### config.mk
export PLATFORM = sky130hd
export DESIGN_NAME = frame_line_seq
export DESIGN_NICKNAME = d
export VERILOG_FILES = /design/src/rtl/fls_pkg.sv /design/src/rtl/fls_line_map.sv /design/src/rtl/fls_ctrl.sv /design/src/rtl/frame_line_seq.sv
export SDC_FILE = /design/constraint.sdc
export NUM_CORES = 1
export LEC_CHECK = 0
export ABC_AREA = 1
export ABC_CLOCK_PERIOD_IN_PS = 2000
export BUFFER_PORTS_ARGS = -buffer_cell sky130_fd_sc_hd__buf_2
export CAP_MARGIN = 5
export CORE_UTILIZATION = 50
export CTS_BUF_LIST = sky130_fd_sc_hd__clkbuf_2
export CTS_CLUSTER_DIAMETER = 150
export DETAILED_ROUTE_END_ITERATION = 16
export PLACE_DENSITY = 0.75
export SLEW_MARGIN = 20
export SYNTH_ARGS = -nofsm -noshare
export SYNTH_HDL_FRONTEND = slang
export SYNTH_SLANG_ARGS = --single-unit
export TNS_END_PERCENT = 10
### constraint.sdc
create_clock -name clk -period 2 [get_ports clk]
set_input_delay 0.2 -clock clk [delete_from_list [all_inputs] [get_ports clk]]
set_output_delay 0.2 -clock clk [all_outputs]
set_load 0.01 [all_outputs]
### src/rtl/fls_pkg.sv
package fls_pkg;
  typedef enum logic [1:0] {
    LT_BLACK = 2'b00,
    LT_CHAR  = 2'b01,
    LT_DUMMY = 2'b10,
    LT_VIDEO = 2'b11
  } line_kind_e;

  typedef enum logic [1:0] {
    ST_IDLE  = 2'd0,
    ST_INTEG = 2'd1,
    ST_READ  = 2'd2
  } seq_state_e;
endpackage

### src/rtl/fls_line_map.sv
module fls_line_map
  import fls_pkg::*;
#(
  parameter int N_BLACK = 6,
  parameter int N_CHAR  = 8,
  parameter int N_DUMMY = 2,
  parameter int N_VIDEO = 1280,
  parameter int P_W     = 11
) (
  input  logic [P_W-1:0] pos_i,
  input  logic           half_i,
  output line_kind_e     kind_o,
  output logic           keep_o
);
  localparam int E_BLK = N_BLACK;
  localparam int E_CH1 = E_BLK + N_CHAR;
  localparam int E_DM1 = E_CH1 + N_DUMMY;
  localparam int E_VID = E_DM1 + N_VIDEO;
  localparam int E_DM2 = E_VID + N_DUMMY;

  logic [P_W-1:0] rel;

  always_comb begin
    if (pos_i < P_W'(E_BLK))      kind_o = LT_BLACK;
    else if (pos_i < P_W'(E_CH1)) kind_o = LT_CHAR;
    else if (pos_i < P_W'(E_DM1)) kind_o = LT_DUMMY;
    else if (pos_i < P_W'(E_VID)) kind_o = LT_VIDEO;
    else if (pos_i < P_W'(E_DM2)) kind_o = LT_DUMMY;
    else                          kind_o = LT_CHAR;
  end

  // pairs beyond the black lines alternate read / skipped in half mode
  assign rel    = pos_i - P_W'(E_BLK);
  assign keep_o = !half_i || (pos_i < P_W'(E_BLK)) || !rel[1];
endmodule

### src/rtl/fls_ctrl.sv
module fls_ctrl
  import fls_pkg::*;
#(
  parameter int TOTAL = 1306,
  parameter int INT_W = 16,
  parameter int P_W   = 11
) (
  input  logic             clk,
  input  logic             rst,
  input  logic             clr_ni,
  input  logic             line_tick_i,
  input  logic             start_i,
  input  logic [INT_W-1:0] int_lines_i,
  input  logic             half_i,
  input  logic             shutter_i,
  output logic [P_W-1:0]   pos_nxt_o,
  output logic             half_nxt_o,
  input  line_kind_e       kind_i,
  input  logic             keep_i,
  output logic             lck_o,
  output logic             integ_o,
  output logic             rd_start_o,
  output logic             even_o,
  output logic [1:0]       line_tag_o,
  output logic             line_vld_o,
  output logic             frame_done_o
);
  localparam logic [P_W-1:0] LAST = P_W'(TOTAL - 1);

  seq_state_e       state_q, state_n;
  logic [INT_W-1:0] left_q, left_n;
  logic [P_W-1:0]   pos_q, pos_n;
  logic             half_q, half_n, shut_q, shut_n, pend_q, pend_n, ending;

  always_comb begin
    state_n = state_q;
    left_n  = left_q;
    pos_n   = pos_q;
    half_n  = half_q;
    shut_n  = shut_q;
    pend_n  = pend_q;
    ending  = 1'b0;
    case (state_q)
      ST_IDLE: begin
        if (line_tick_i && (pend_q || start_i)) begin
          state_n = ST_INTEG;
          left_n  = (int_lines_i == '0) ? '0 : int_lines_i - INT_W'(1);
          half_n  = half_i;
          shut_n  = shutter_i;
          pend_n  = 1'b0;
        end else if (start_i) begin
          pend_n = 1'b1;
        end
      end
      ST_INTEG: if (line_tick_i) begin
        if (left_q == '0) begin
          state_n = ST_READ;
          pos_n   = '0;
        end else begin
          left_n = left_q - INT_W'(1);
        end
      end
      default: if (line_tick_i) begin
        if (pos_q == LAST) begin
          state_n = ST_IDLE;
          ending  = 1'b1;
        end else begin
          pos_n = pos_q + P_W'(1);
        end
      end
    endcase
  end

  assign pos_nxt_o  = pos_n;
  assign half_nxt_o = half_n;

  always_ff @(posedge clk) begin
    if (rst || !clr_ni) begin
      state_q      <= ST_IDLE;
      left_q       <= '0;
      pos_q        <= '0;
      half_q       <= 1'b0;
      shut_q       <= 1'b0;
      pend_q       <= 1'b0;
      lck_o        <= 1'b0;
      integ_o      <= 1'b0;
      rd_start_o   <= 1'b0;
      even_o       <= 1'b0;
      line_tag_o   <= LT_BLACK;
      line_vld_o   <= 1'b0;
      frame_done_o <= 1'b0;
    end else begin
      state_q      <= state_n;
      left_q       <= left_n;
      pos_q        <= pos_n;
      half_q       <= half_n;
      shut_q       <= shut_n;
      pend_q       <= pend_n;
      lck_o        <= line_tick_i && (state_n != ST_IDLE);
      frame_done_o <= ending;
      if (line_tick_i) begin
        integ_o    <= (state_n == ST_INTEG) || ((state_n == ST_READ) && shut_n);
        rd_start_o <= (state_n == ST_READ) && (pos_n < P_W'(2));
        even_o     <= (state_n == ST_READ) && !pos_n[0];
        line_tag_o <= (state_n == ST_READ) ? kind_i : LT_BLACK;
        line_vld_o <= (state_n == ST_READ) && keep_i;
      end
    end
  end

  AST_RD_RISES_WITH_EVEN: assert property (@(posedge clk) disable iff (rst)
    $rose(rd_start_o) |-> even_o);
  AST_RD_AFTER_INTEG: assert property (@(posedge clk) disable iff (rst)
    $rose(rd_start_o) |-> $past(integ_o));
  AST_EVEN_ON_TICK: assert property (@(posedge clk) disable iff (rst)
    !$stable(even_o) |-> ($past(line_tick_i) || $past(!clr_ni)));
  AST_LCK_IN_FRAME: assert property (@(posedge clk) disable iff (rst)
    lck_o |-> (state_q != ST_IDLE));
  AST_BLACK_KEPT: assert property (@(posedge clk) disable iff (rst)
    ((state_q == ST_READ) && (line_tag_o == LT_BLACK)) |-> line_vld_o);
  AST_DONE_QUIET: assert property (@(posedge clk) disable iff (rst)
    frame_done_o |-> (!integ_o && !rd_start_o && !line_vld_o && !lck_o));
  AST_CLEAR_QUIET: assert property (@(posedge clk) disable iff (rst)
    $past(!clr_ni) |-> (!integ_o && !rd_start_o && !lck_o && !frame_done_o));
endmodule

### src/rtl/frame_line_seq.sv
module frame_line_seq
  import fls_pkg::*;
#(
  parameter int N_BLACK = 6,
  parameter int N_CHAR  = 8,
  parameter int N_DUMMY = 2,
  parameter int N_VIDEO = 1280,
  parameter int INT_W   = 16
) (
  input  logic             clk,
  input  logic             rst,
  input  logic             clr_ni,
  input  logic             line_tick_i,
  input  logic             start_i,
  input  logic [INT_W-1:0] int_lines_i,
  input  logic             half_i,
  input  logic             shutter_i,
  output logic             lck_o,
  output logic             integ_o,
  output logic             rd_start_o,
  output logic             even_o,
  output logic [1:0]       line_tag_o,
  output logic             line_vld_o,
  output logic             frame_done_o
);
  localparam int TOTAL = N_BLACK + 2 * N_CHAR + 2 * N_DUMMY + N_VIDEO;
  localparam int P_W   = $clog2(TOTAL);

  logic [P_W-1:0] pos_nxt;
  logic           half_nxt, keep;
  line_kind_e     kind;

  fls_line_map #(
    .N_BLACK(N_BLACK), .N_CHAR(N_CHAR), .N_DUMMY(N_DUMMY),
    .N_VIDEO(N_VIDEO), .P_W(P_W)
  ) i_map (
    .pos_i(pos_nxt), .half_i(half_nxt), .kind_o(kind), .keep_o(keep)
  );

  fls_ctrl #(.TOTAL(TOTAL), .INT_W(INT_W), .P_W(P_W)) i_ctrl (
    .clk(clk), .rst(rst), .clr_ni(clr_ni), .line_tick_i(line_tick_i),
    .start_i(start_i), .int_lines_i(int_lines_i), .half_i(half_i),
    .shutter_i(shutter_i), .pos_nxt_o(pos_nxt), .half_nxt_o(half_nxt),
    .kind_i(kind), .keep_i(keep), .lck_o(lck_o), .integ_o(integ_o),
    .rd_start_o(rd_start_o), .even_o(even_o), .line_tag_o(line_tag_o),
    .line_vld_o(line_vld_o), .frame_done_o(frame_done_o)
  );
endmodule

== Yosys cells after proc, flatten, opt, wreduce, memory -nomap -nowiden ==
Cells that the tools add are included.
Widths: inputs -> output; s select.

* Bits in registers: 40
* Output and inout bits: 8

* Add/subtract/negate cells: 4
* Magnitude comparators: 6
* Equal/unequal tests: 7
* Mux-type cells: 29
* Bitwise gates (word level): 1
* Reductions and logical operators: 24

{| class="wikitable"
|+ Operators with widths
! cell !! number
|-
| $mux 16 || 4
|-
| $mux 11 || 4
|-
| $logic_not 16->1 || 2
|-
| $pmux 16 s2 || 1
|-
| $sub 16x1->16 const B || 2
|-
| $lt 11x11->1 const B || 2
|-
| $mux 2 || 11
|-
| $pmux 11 s2 || 1
|-
| $add 11x1->11 const B || 1
|-
| $eq 11x11->1 const B || 1
|-
| $lt 11x2->1 const B || 1
|-
| $lt 11x3->1 const B || 1
|-
| $lt 11x4->1 const B || 1
|-
| $lt 11x5->1 const B || 1
|-
| $mux 1 || 7
|-
| $logic_and 1x1->1 || 6
|-
| $reduce_bool 2->1 || 3
|-
| $logic_or 1x1->1 || 5
|-
| $eq 2x1->1 const B || 2
|-
| $logic_not 1->1 || 4
|-
| $ne 2x2->1 const B || 2
|-
| $pmux 2 s2 || 1
|-
| $reduce_and 4->1 || 1
|-
| $reduce_or 4->1 || 1
|-
| 6 further kinds || 6
|}

== Logic depth before layout (Yosys ltp) ==
Gate-level depths: netlist (run 1).

* Depth in word-level cells: 11
* Depth in mapped cells: 16

== Modules after synthesis ==
Synthesis (run 1) repeated with hierarchy kept, for this count alone.

* Cells, all modules: 503
* Area, all modules: 3110.5 um^2

{| class="wikitable"
|+ By module, submodules not included
! module !! times used !! cells an instance !! area each (um^2) !! sequential area each (um^2)
|-
| fls_ctrl || 1 || 452 || 2881.5 || 800.8
|-
| fls_line_map || 1 || 51 || 229.0 || 0.0
|}

== Worst setup path after synthesis (run 1) ==
No wires, ideal clock.

* Kind: register to register
* Start: reg i_ctrl.left_q[0]
* End: reg i_ctrl.line_tag_o[0]
* Arrival time: 1645 ps
* Required time: 1869 ps
* Path slack: 224 ps
* Cell stages (with the launch flop): 16
* Buffers on the path: 0
* Period minus slack after synthesis: 1776 ps
* Cell sequence: dfxtp_1 inv_1 ha_1 nand2_2 nor2_1 nand3b_2 nand2_1 nand2_1 nand2_2 nand2_2 nor2_4 nand2_1 o21ai_1 inv_1 nand2_1 a21oi_2

* Word-level cells in the longest chain between the ends: 11

{| class="wikitable"
|+ Ends and longest elaborated chain
! what !! RTL line !! RTL
|-
| from (decl) || fls_ctrl.sv:31 || <nowiki>logic [INT_W-1:0] left_q, left_n;</nowiki>
|-
| from (signal assigned) || fls_ctrl.sv:94 || <nowiki>left_q <= left_n;</nowiki>
|-
| $logic_not 16->1 (*) || fls_ctrl.sv:56 || <nowiki>if (left_q == '0) begin</nowiki>
|-
| $mux 11 || fls_ctrl.sv:56 ||
|-
| $mux 11 || fls_ctrl.sv:55 || <nowiki>ST_INTEG: if (line_tick_i) begin</nowiki>
|-
| $pmux 11 s2 || fls_ctrl.sv:43 || <nowiki>case (state_q)</nowiki>
|-
| $lt 11x11->1 || fls_line_map.sv:28 || <nowiki>else if (pos_i < P_W'(E_DM2)) kind_o = LT_DUMMY;</nowiki>
|-
| $mux 2 || fls_line_map.sv:28 ||
|-
| $mux 2 || fls_line_map.sv:27 || <nowiki>else if (pos_i < P_W'(E_VID)) kind_o = LT_VIDEO;</nowiki>
|-
| $mux 2 || fls_line_map.sv:26 || <nowiki>else if (pos_i < P_W'(E_DM1)) kind_o = LT_DUMMY;</nowiki>
|-
| $mux 2 || fls_line_map.sv:25 || <nowiki>else if (pos_i < P_W'(E_CH1)) kind_o = LT_CHAR;</nowiki>
|-
| $mux 2 || fls_line_map.sv:24 || <nowiki>if (pos_i < P_W'(E_BLK)) kind_o = LT_BLACK;</nowiki>
|-
| $mux 2 (*) || fls_ctrl.sv:105 || <nowiki>line_tag_o <= (state_n == ST_READ) ? kind_i : LT_BLACK;</nowiki>
|-
| to (signal assigned) || fls_ctrl.sv:105 ||
|-
| to (decl) || fls_ctrl.sv:24 || <nowiki>output logic [1:0] line_tag_o,</nowiki>
|}

Every way passes the cells marked *; elsewhere a longest branch is shown, timed or not.
A chain may end at the register's enable or synchronous reset.

== Worst setup path in the final report (run 1) ==
* Start: reg i_ctrl.pos_q[0]
* End: reg i_ctrl.line_tag_o[0]

* Word-level cells in the longest chain between the ends: 11

{| class="wikitable"
|+ Ends and longest elaborated chain
! what !! RTL line !! RTL
|-
| from (decl) || fls_ctrl.sv:32 || <nowiki>logic [P_W-1:0] pos_q, pos_n;</nowiki>
|-
| from (signal assigned) || fls_ctrl.sv:95 || <nowiki>pos_q <= pos_n;</nowiki>
|-
| $add 11x1->11 or $eq 11x11->1 (tied branches) || fls_ctrl.sv:68, fls_ctrl.sv:64 ||
|-
| $mux 11 || fls_ctrl.sv:64 || <nowiki>if (pos_q == LAST) begin</nowiki>
|-
| $mux 11 || fls_ctrl.sv:63 || <nowiki>default: if (line_tick_i) begin</nowiki>
|-
| $pmux 11 s2 || fls_ctrl.sv:43 ||
|-
| $lt 11x11->1 || fls_line_map.sv:28 ||
|-
| $mux 2 || fls_line_map.sv:28 ||
|-
| $mux 2 || fls_line_map.sv:27 ||
|-
| $mux 2 || fls_line_map.sv:26 ||
|-
| $mux 2 || fls_line_map.sv:25 ||
|-
| $mux 2 || fls_line_map.sv:24 ||
|-
| $mux 2 (*) || fls_ctrl.sv:105 ||
|}

Marked as above.

==> results list, run 1 <==
- Most common cell after layout, fill and taps aside: sky130_fd_sc_hd__nand2_1
- Yosys printed 0 warnings.
- At the end of routability-driven placement, the weighted congestion stood at 0.933.
- Row count: 26
* CP Cell Sequence: ha_2 -> nand2_1 -> nor2_4 -> inv_1 -> nor2_1 -> nor2_1 -> nor2_2 -> nand3_2 -> inv_2 -> nand2_2 -> nand2_1 -> nand3_1 -> nand2_1 -> a21oi_2
- Largest area contributor in the synthesized netlist: sky130_fd_sc_hd__dfxtp_1
* Setup tns final: -0.0711 ns
* Fraction of synthesized area in multiplexers: 0.717%
- Full die area: 5890 um2
* DRT met1 WL: 3.41 mm
- Antenna fix cells: 0
- Commonest non-fill, non-tap cells in the layout: 82 x sky130_fd_sc_hd__nand2_1, 55 x sky130_fd_sc_hd__inv_1, 52 x sky130_fd_sc_hd__nor2_1
- The final route contains 3,016 vias.
* Sequential cell area: 825 um2
- In this run the count of I/O pins placed on the die edge is 31.
* Overall Global Routing Usage: 23.1%
- Mapped Cells: 438
- Number of global-route vias before repair: 2,536
* Area of the core region: 5240 um2
- Relative to the synthesized area, the layout overhead comes to 23.6%.
* DRC viols: 0
* Antenna-violating nets left: 0
- The synthesized netlist devotes 1.79% of its cell area to adder and majority cells.
- Power comes to 1.84 mW.
* Number of endpoints with negative hold slack in the final report: 0
* Met3 Routed Length: 488 um
- After detailed routing, the average wire length per cell comes to 12.8 um.
* Total routed wirelength: 7.22 mm
- Async set-or-reset flop fraction in the synthesized netlist: 0%
- After the first detailed-routing iteration, the DRC count stood at 309.
* Num CTS Buffers: 5
* Die extent in x: 76.8 um
* Kind of start point of the critical path: register
* Clock root buffer master: sky130_fd_sc_hd__clkbuf_2
* Cell type of the slowest stage on the worst timing path: sky130_fd_sc_hd__dfxtp_4
- Arrival time worst endpoint: 2.38 ns
- Setup repair after global routing could not meet its margin everywhere.
* Leading post-synthesis cells by cell area: sky130_fd_sc_hd__dfxtp_1 29%, sky130_fd_sc_hd__nand2_1 12%, sky130_fd_sc_hd__inv_1 8.1%, sky130_fd_sc_hd__nor2_1 8.1%, sky130_fd_sc_hd__nand3_1 5.9%
* Dpl hpwl: 4.96 mm
* Worst voltage drop across the vdd grid: 349 uV
- Hold Crit Class: in2reg
* Final Cycle Share: 101%
* Final Max Slew Viols: 0
- Clock-pin slew was measured on the worst setup and hold paths at 0.24 ns.
- Layout Nets: 518
- By area, the combinational part of the netlist is dominated by simple AND/OR/NAND/NOR gates.
- Along the worst path, the maximum fanout reaches 5.
* Number of buffer and inverter instances along the worst setup path: 2
- Entering global routing, the biggest net connects 21 pins.
- Sequential element share of the synthesized area: 28.7%
* Simple-Gate Fraction of Synth Area: 39.8%
* Deepest level of the CTS H-tree: 2
- Clock Sink Count: 40
* Max-slew headroom at the worst pin: 74.5%
* TritonCTS clock tree: yes
- Setup Viol. Count Final: 4
* Worst hold slack: 0.0338 ns
- Number of port buffers: 30
- Violations in the final reports: setup timing
* Overflow left after global routing: 0
- Total standard cell area after synthesis: 2790 um2
* Power density relative to cell area: 533 nW/um2
- On the critical path the largest part of the delay comes from simple AND/OR/NAND/NOR gates.
- Run status: complete, but fails checks
- XOR/XNOR share of the synthesized area: 4.08%
* Delay of the slowest cell on the worst path: 0.44 ns
- Multi-input gate area in the final layout: 1890 um2
- First-pass iteration count of the detailed router: 5
- Via-per-instance ratio: 5.37
- Max-cap violations in this run came to 0.
* Number of antenna violations at the first check in global routing: 0
* Number of synthesized flops with an enable pin: 0
- Final clock skew: 0.0201 ns
- Highest Signal Layer: met4
- The longest clock path from root to sink contains 2 buffers.
- Syn avg cell area: 6.38 um2
* Fraction of layout cells with a size suffix above 1: 29.5%
- Nets in the synthesized netlist: 465
- The top cell type by area accounts for 28.7% of the synthesized area.
- STA classifies the critical path endpoint as a register.
- Worst path setup slack after routing: -0.0287 ns
- Ys flop type: sky130_fd_sc_hd__dfxtp_1
- Synthesis instantiated 39 different standard cells from the library.
- Timing would allow up to 0.493 GHz.
- The routed design could run at a clock period as short as 2.03 ns.
- Worst path required time: 2.35 ns
- Initial cell density of the core: 53.3%
- LEAKAGE: 1.62 nW
- The worst setup path is of the reg2reg kind.
* Die outline height: 76.8 um
* Clock latency on the worst-skew pair: 0.42 ns
* Compound-gate portion of the synthesized area: 14.6%
- Cell mode on critical path: sky130_fd_sc_hd__nand2_1
- At the pin with the least slew margin, the transition time is 0.383 ns.
- Synthesis-stage register bit count: 40
- Fill count: 445
- Detailed route wirelength on metal2: 3.19 mm
- Global-route wire length before repair: 11.1 mm
[state kept, by name (all words and copies together) (netlist names)]
name,cells
i_ctrl.even_o,1
i_ctrl.frame_done_o,1
i_ctrl.half_q,1
i_ctrl.integ_o,1
i_ctrl.lck_o,1
i_ctrl.left_q,16
i_ctrl.line_tag_o,2
i_ctrl.line_vld_o,1
i_ctrl.pend_q,1
i_ctrl.pos_q,11
i_ctrl.rd_start_o,1
i_ctrl.shut_q,1
i_ctrl.state_q,2
[stage by stage]
step / area (um2) / instances / setup slack, ns / utilization (%)
final: 3450 / 562 / -0.0287 / 66.0
after global routing: 3450 / 562 / -0.143 / 66.0
after CTS: 3170 / 550 / 0.00489 / 60.6
after detailed placement: 3090 / 542 / -0.00542 / 59.0
after global placement: 3090 / 542 / 0.0456 / 59.0
after floorplan: 2790 / 438 / 0.224 / -
[report_power, final]
group          internal [mW]  switching (mW)  total (mW)
combinational          0.180           0.296       0.476
clock                  0.215           0.304       0.519
sequential             0.822          0.0237       0.846
total                   1.22           0.623        1.84
[synth_stat cells (3+ instances only)]
cell,number
sky130_fd_sc_hd__nor2_1,60
sky130_fd_sc_hd__nand3_1,33
sky130_fd_sc_hd__dfxtp_1,40
sky130_fd_sc_hd__xnor2_1,6
sky130_fd_sc_hd__xor2_1,7
sky130_fd_sc_hd__o211ai_1,5
sky130_fd_sc_hd__inv_1,60
sky130_fd_sc_hd__ha_1,4
sky130_fd_sc_hd__nor2_2,9
sky130_fd_sc_hd__nand4_1,10
sky130_fd_sc_hd__buf_2,3
sky130_fd_sc_hd__o21ai_0,26
sky130_fd_sc_hd__a21oi_1,23
sky130_fd_sc_hd__nand2_1,90
sky130_fd_sc_hd__nor2_4,6
sky130_fd_sc_hd__o21ai_1,4
sky130_fd_sc_hd__clkbuf_1,6
sky130_fd_sc_hd__nand2_2,7
sky130_fd_sc_hd__a31oi_1,7
sky130_fd_sc_hd__inv_2,5
[what timing repair did]
action / CTS / global route
gates resized for setup: 3 / 60
setup buffers: 0 / 10
setup endpoints to repair: 2 / 10
pin swaps: 0 / 27
hold endpoints to repair: 0 / 0
hold buffers: 0 / 0
cloned: 0 / 2
[per-layer routing]
layer / track usage [%] / vias up
met1: 33.0 / 1329
met5: 0 / -
met3: 2.98 / 21
met4: 5.77 / 0
li1: - / 1532
met2: 36.5 / 134
[worst register-to-register path, cell delays in order (launching register included)]
cell and delay (ns):
sky130_fd_sc_hd__dfxtp_4 0.44, sky130_fd_sc_hd__ha_2 0.21, sky130_fd_sc_hd__nand2_1 0.12, sky130_fd_sc_hd__nor2_4 0.16, sky130_fd_sc_hd__inv_1 0.10, sky130_fd_sc_hd__nor2_1 0.13, sky130_fd_sc_hd__nor2_1 0.06, sky130_fd_sc_hd__nor2_2 0.18
sky130_fd_sc_hd__nand3_2 0.12, sky130_fd_sc_hd__inv_2 0.11, sky130_fd_sc_hd__nand2_2 0.07, sky130_fd_sc_hd__nand2_1 0.07, sky130_fd_sc_hd__nand3_1 0.08, sky130_fd_sc_hd__nand2_1 0.08, sky130_fd_sc_hd__a21oi_2 0.05
[worst paths after layout]
path | start | end | slack, ns | cells after the start
worst max-delay path | i_ctrl.pos_q[0] | i_ctrl.line_tag_o[0] | -0.03 | 14
worst min-delay path | half_i | i_ctrl.half_q | 0.03 | 3
worst max register to register | i_ctrl.pos_q[0] | i_ctrl.line_tag_o[0] | -0.03 | 14
worst min register to register | i_ctrl.line_vld_o | i_ctrl.line_vld_o | 0.47 | 2
[layout make-up]
class	count	area share [%]
timing repair buffer	53	9.34
clock buffer	5	0.724
inverter	67	7.42
sequential	40	23.9
clock inverter	3	1.34
tap	70	2.54
multi-input combinational	324	54.8
[kinds of logic after synthesis]
kind of cell,count (synthesis)
AOI/OAI and AO/OA,73
xor gates and xnor gates,13
adders and majority gates,4
buffers and inverters,76
DFF,40
muxes,2
and+or+nand+nor,230
(Power assumes the default switching activity.)
==> run 2, diff against run 1 <==
--- a/config.mk
+++ b/config.mk
@@ -13,9 +13,10 @@
 export CTS_BUF_LIST = sky130_fd_sc_hd__clkbuf_2
 export CTS_CLUSTER_DIAMETER = 150
 export DETAILED_ROUTE_END_ITERATION = 16
-export PLACE_DENSITY = 0.75
+export PLACE_DENSITY = 0.74
 export SLEW_MARGIN = 20
 export SYNTH_ARGS = -nofsm -noshare
 export SYNTH_HDL_FRONTEND = slang
+export SYNTH_HIERARCHICAL = 1
 export SYNTH_SLANG_ARGS = --single-unit
 export TNS_END_PERCENT = 10
==> results list, run 2 <==
- The final reports fail on setup timing.
* Final Max Slew Viols: 0 (unchanged)
- Commonest non-fill, non-tap cells in the layout: 94 x sky130_fd_sc_hd__nand2_1, 71 x sky130_fd_sc_hd__nor2_1, 57 x sky130_fd_sc_hd__inv_1
- Clock root buffer master: sky130_fd_sc_hd__clkbuf_2
* Setup repair after global routing missed its margin: true
- Total standard cell area after synthesis: 3110 um2 (+11%)
* Worst-case register-to-register setup slack: -0.06 ns (-0.03 ns)
- The latest clock arrival within the worst-skew pair is 0.43 ns (about the same).
* Initial detailed-routing violation count: 237 (-23%)
- Endpoint kind of the worst setup timing path: register
- The largest fanout on the critical path was 4 (-1).
* LEAKAGE: 1.91 nW (+18%)
- CP Cell Sequence: ha_4 -> nand3_2 -> nor2_4 -> nand3_1 -> xor2_1 -> nand2_1 -> nand2_2 -> inv_2 -> inv_2 -> nand3_2 -> nor2_4 -> nand3_1 -> nand3_2 -> nand3_2 -> a21oi_2
- Row count: 28 (+7.7%)
- Max-slew headroom at the worst pin: 74.5% (about the same)
- The fraction of final layout cells with drive strength greater than 1 came to 30.4% (+0.98 points).
- The worst path required time came to 2.39 ns (+0.04 ns).
- The final standard cell utilization of the core is 65.3% (-0.64 points).
- The pre-CTS setup slack came to -0.134 ns (-0.129 ns).
- Clock Sink Count: 40 (unchanged)
* Final Cycle Share: 103% (+1.7 points)
- The first-pass iteration count of the detailed router is 5 (unchanged).
- Deepest level of the CTS H-tree: 2 (unchanged)
- The flow ran to the end, but the final reports show violations.
- Via-per-instance ratio: 5.32 (-0.92%)
- The number of flip-flops in the largest register came to 16 (unchanged).
- Dpl hpwl: 6.12 mm (+23%)
* Antenna fix cells: 0 (unchanged)
- Layout Nets: 604 (+17%)
- Delay of the slowest cell on the worst path: 0.43 ns (about the same)
- Slew at the pin closest to its max-slew limit: 0.382 ns (-0.000605 ns)
* Clock-pin transition on the worst setup and hold timing paths: 0.24 ns (about the same)
- Nets in the synthesized netlist: 529 (+14%)
- Average wire per standard cell: 13.2 um (+3.0%)
* Number of placed I/O pins: 31 (unchanged)
- The count of final hold-check violations came to 0 (unchanged).
- Maximum clock frequency: 0.485 GHz (-1.6%)
- Register name with the most flops: i_ctrl/left_q
* Cell mode on critical path: sky130_fd_sc_hd__nand3_2
- The worst reg2reg path depth was 15 (+1).
- The number of setup violations in the final report came to 3 (-1).
- The worst path arrival time is 2.45 ns (+0.07 ns).
- Overflow left after global routing: 0 (unchanged)
* Num CTS Buffers: 5 (unchanged)
* Warnings, synthesis: 6 (+6)
- Mapped Cells: 502 (+15%)
- The number of cells on the worst hold path came to 4 (+1).
- The number of max-cap violations is 0 (unchanged).
* Power density relative to cell area: 457 nW/um2 (-14%)
* Total routed wirelength: 8.64 mm (+20%)
- Number of antenna violations at the first check in global routing: 0 (unchanged)
- The post-route antenna net violation count came to 0 (unchanged).
- The initial cell density of the core is 52.2% (-1.2 points).
* Worst voltage drop across the vdd grid: 377 uV (+8.1%)
- Area of the core region: 5960 um2 (+14%)
- The pin count of the biggest net entering global routing was 23 (+9.5%).
* Number of global-route vias before repair: 3,236 (+28%)
- Critical path start-end classification: reg2reg
- The count of buffers inserted at the top-level ports was 30 (unchanged).
- Via count of the routed design: 3,472 (+15%)
- Worst path setup slack after routing: -0.0626 ns (-0.0339 ns)
- The layout filler cell count is 545 (+22%).
* Regs by FF count: i_ctrl/left_q x16, i_ctrl/pos_q x11
- The library cell used most frequently in the layout, excluding fill and tap cells, is sky130_fd_sc_hd__nand2_1.
- TritonCTS clock tree: yes
* Clk buf depth: 2 (unchanged)
- Final clock skew: 0.0287 ns (+0.00858 ns)
- STA classifies the critical path startpoint as a register.
- The horizontal extent of the die came to 80.8 um (+5.3%).
- The average size of a mapped cell is 6.19 um2 (-3.0%).
- The die span in y was 80.8 um (+5.3%).
- The first-pass GRT wire length came to 14.5 mm (+31%).
- Final critical delay including setup and external delays: 2.06 ns (+0.0339 ns)
- The DRC violations left is 0 (unchanged).
- The summed negative setup slack over all endpoints came to -0.104 ns (-0.0331 ns).
- Full die area: 6530 um2 (+11%)
- Hold Crit Class: in2reg
- Routability-driven placement congestion ratio: 0.981 (+5.1%)
* Overall Global Routing Usage: 28.3% (+5.2 points)
- Cell type of the slowest stage on the worst timing path: sky130_fd_sc_hd__dfxtp_4
- Compared with the post-synthesis result, the final layout area differs by 25.2%.
==> run 2: changes by cell type in the layout (fill, tap and decap cells not counted), moves of 9 or more <==
cell                      previous run  this run
sky130_fd_sc_hd__buf_4              23        48
sky130_fd_sc_hd__dfxtp_2            13         4
sky130_fd_sc_hd__inv_2               8        21
sky130_fd_sc_hd__nand2_1            82        94
sky130_fd_sc_hd__nand3_1            30        42
sky130_fd_sc_hd__nor2_1             52        71
==> run 2: report_power, final <==
part           total, mW  internal [mW]  switching [mW]
sequential         0.834          0.815          0.0192
clock              0.513          0.209           0.303
combinational      0.432          0.163           0.269
total               1.78           1.19           0.591
==> run 2: worst max-delay path: cells and delay by family (launching register included) <==
kind                       cells  cell delay [ns]
and+or+nand+nor               10             1.03
DFF                            1             0.43
xor gates and xnor gates       1             0.18
adders and majority gates      1             0.14
AOI/OAI and AO/OA              1             0.13
buffers and inverters          2             0.12
==> run 2: cell type report <==
cell class / count / area [um2] / share of cell area, %
clock buffers: 5 / 25.0 / 0.643
clock inverters: 3 / 42.5 / 1.09
inverters: 80 / 303 / 7.78
multi-input cells: 371 / 2090 / 53.7
flip-flops and latches: 40 / 817 / 21.0
well taps: 75 / 93.8 / 2.41
repair buffers: 79 / 520 / 13.4
==> run 2: worst paths after layout <==
path | from | end
worst max-delay path | i_ctrl/pos_q[1] | i_ctrl/line_tag_o[0]
worst min-delay path | int_lines_i[0] | i_ctrl/left_q[0]
worst max register to register | i_ctrl/pos_q[1] | i_ctrl/line_tag_o[0]
worst min register to register | i_ctrl/even_o | i_ctrl/even_o
==> run 2: routing by layer <==
metal | GRT usage (%) | part of all wire (%)
met5 | 0 | 0
met4 | 7.32 | 1.6
met3 | 3.71 | 5.4
met2 | 45.6 | 46
met1 | 39.6 | 46
==> run 2: timing repair <==
action	CTS	global route
pin swaps	27	9
endpoints found under the hold margin	0	1
resized for setup	37	19
setup buffers	9	2
hold buffers	0	1
endpoints found under the setup margin	3	6
==> run 2: through the flow <==
stage	cells	cell area (um2)	hold WS [ns]	power, mW
after floorplan	502	3110	0.356	1.14
after global placement	633	3560	0.435	1.24
after detailed placement	633	3560	0.441	1.25
after CTS	650	3810	0.00609	1.76
after global routing	653	3890	0.0309	1.87
final	653	3890	0.0189	1.78
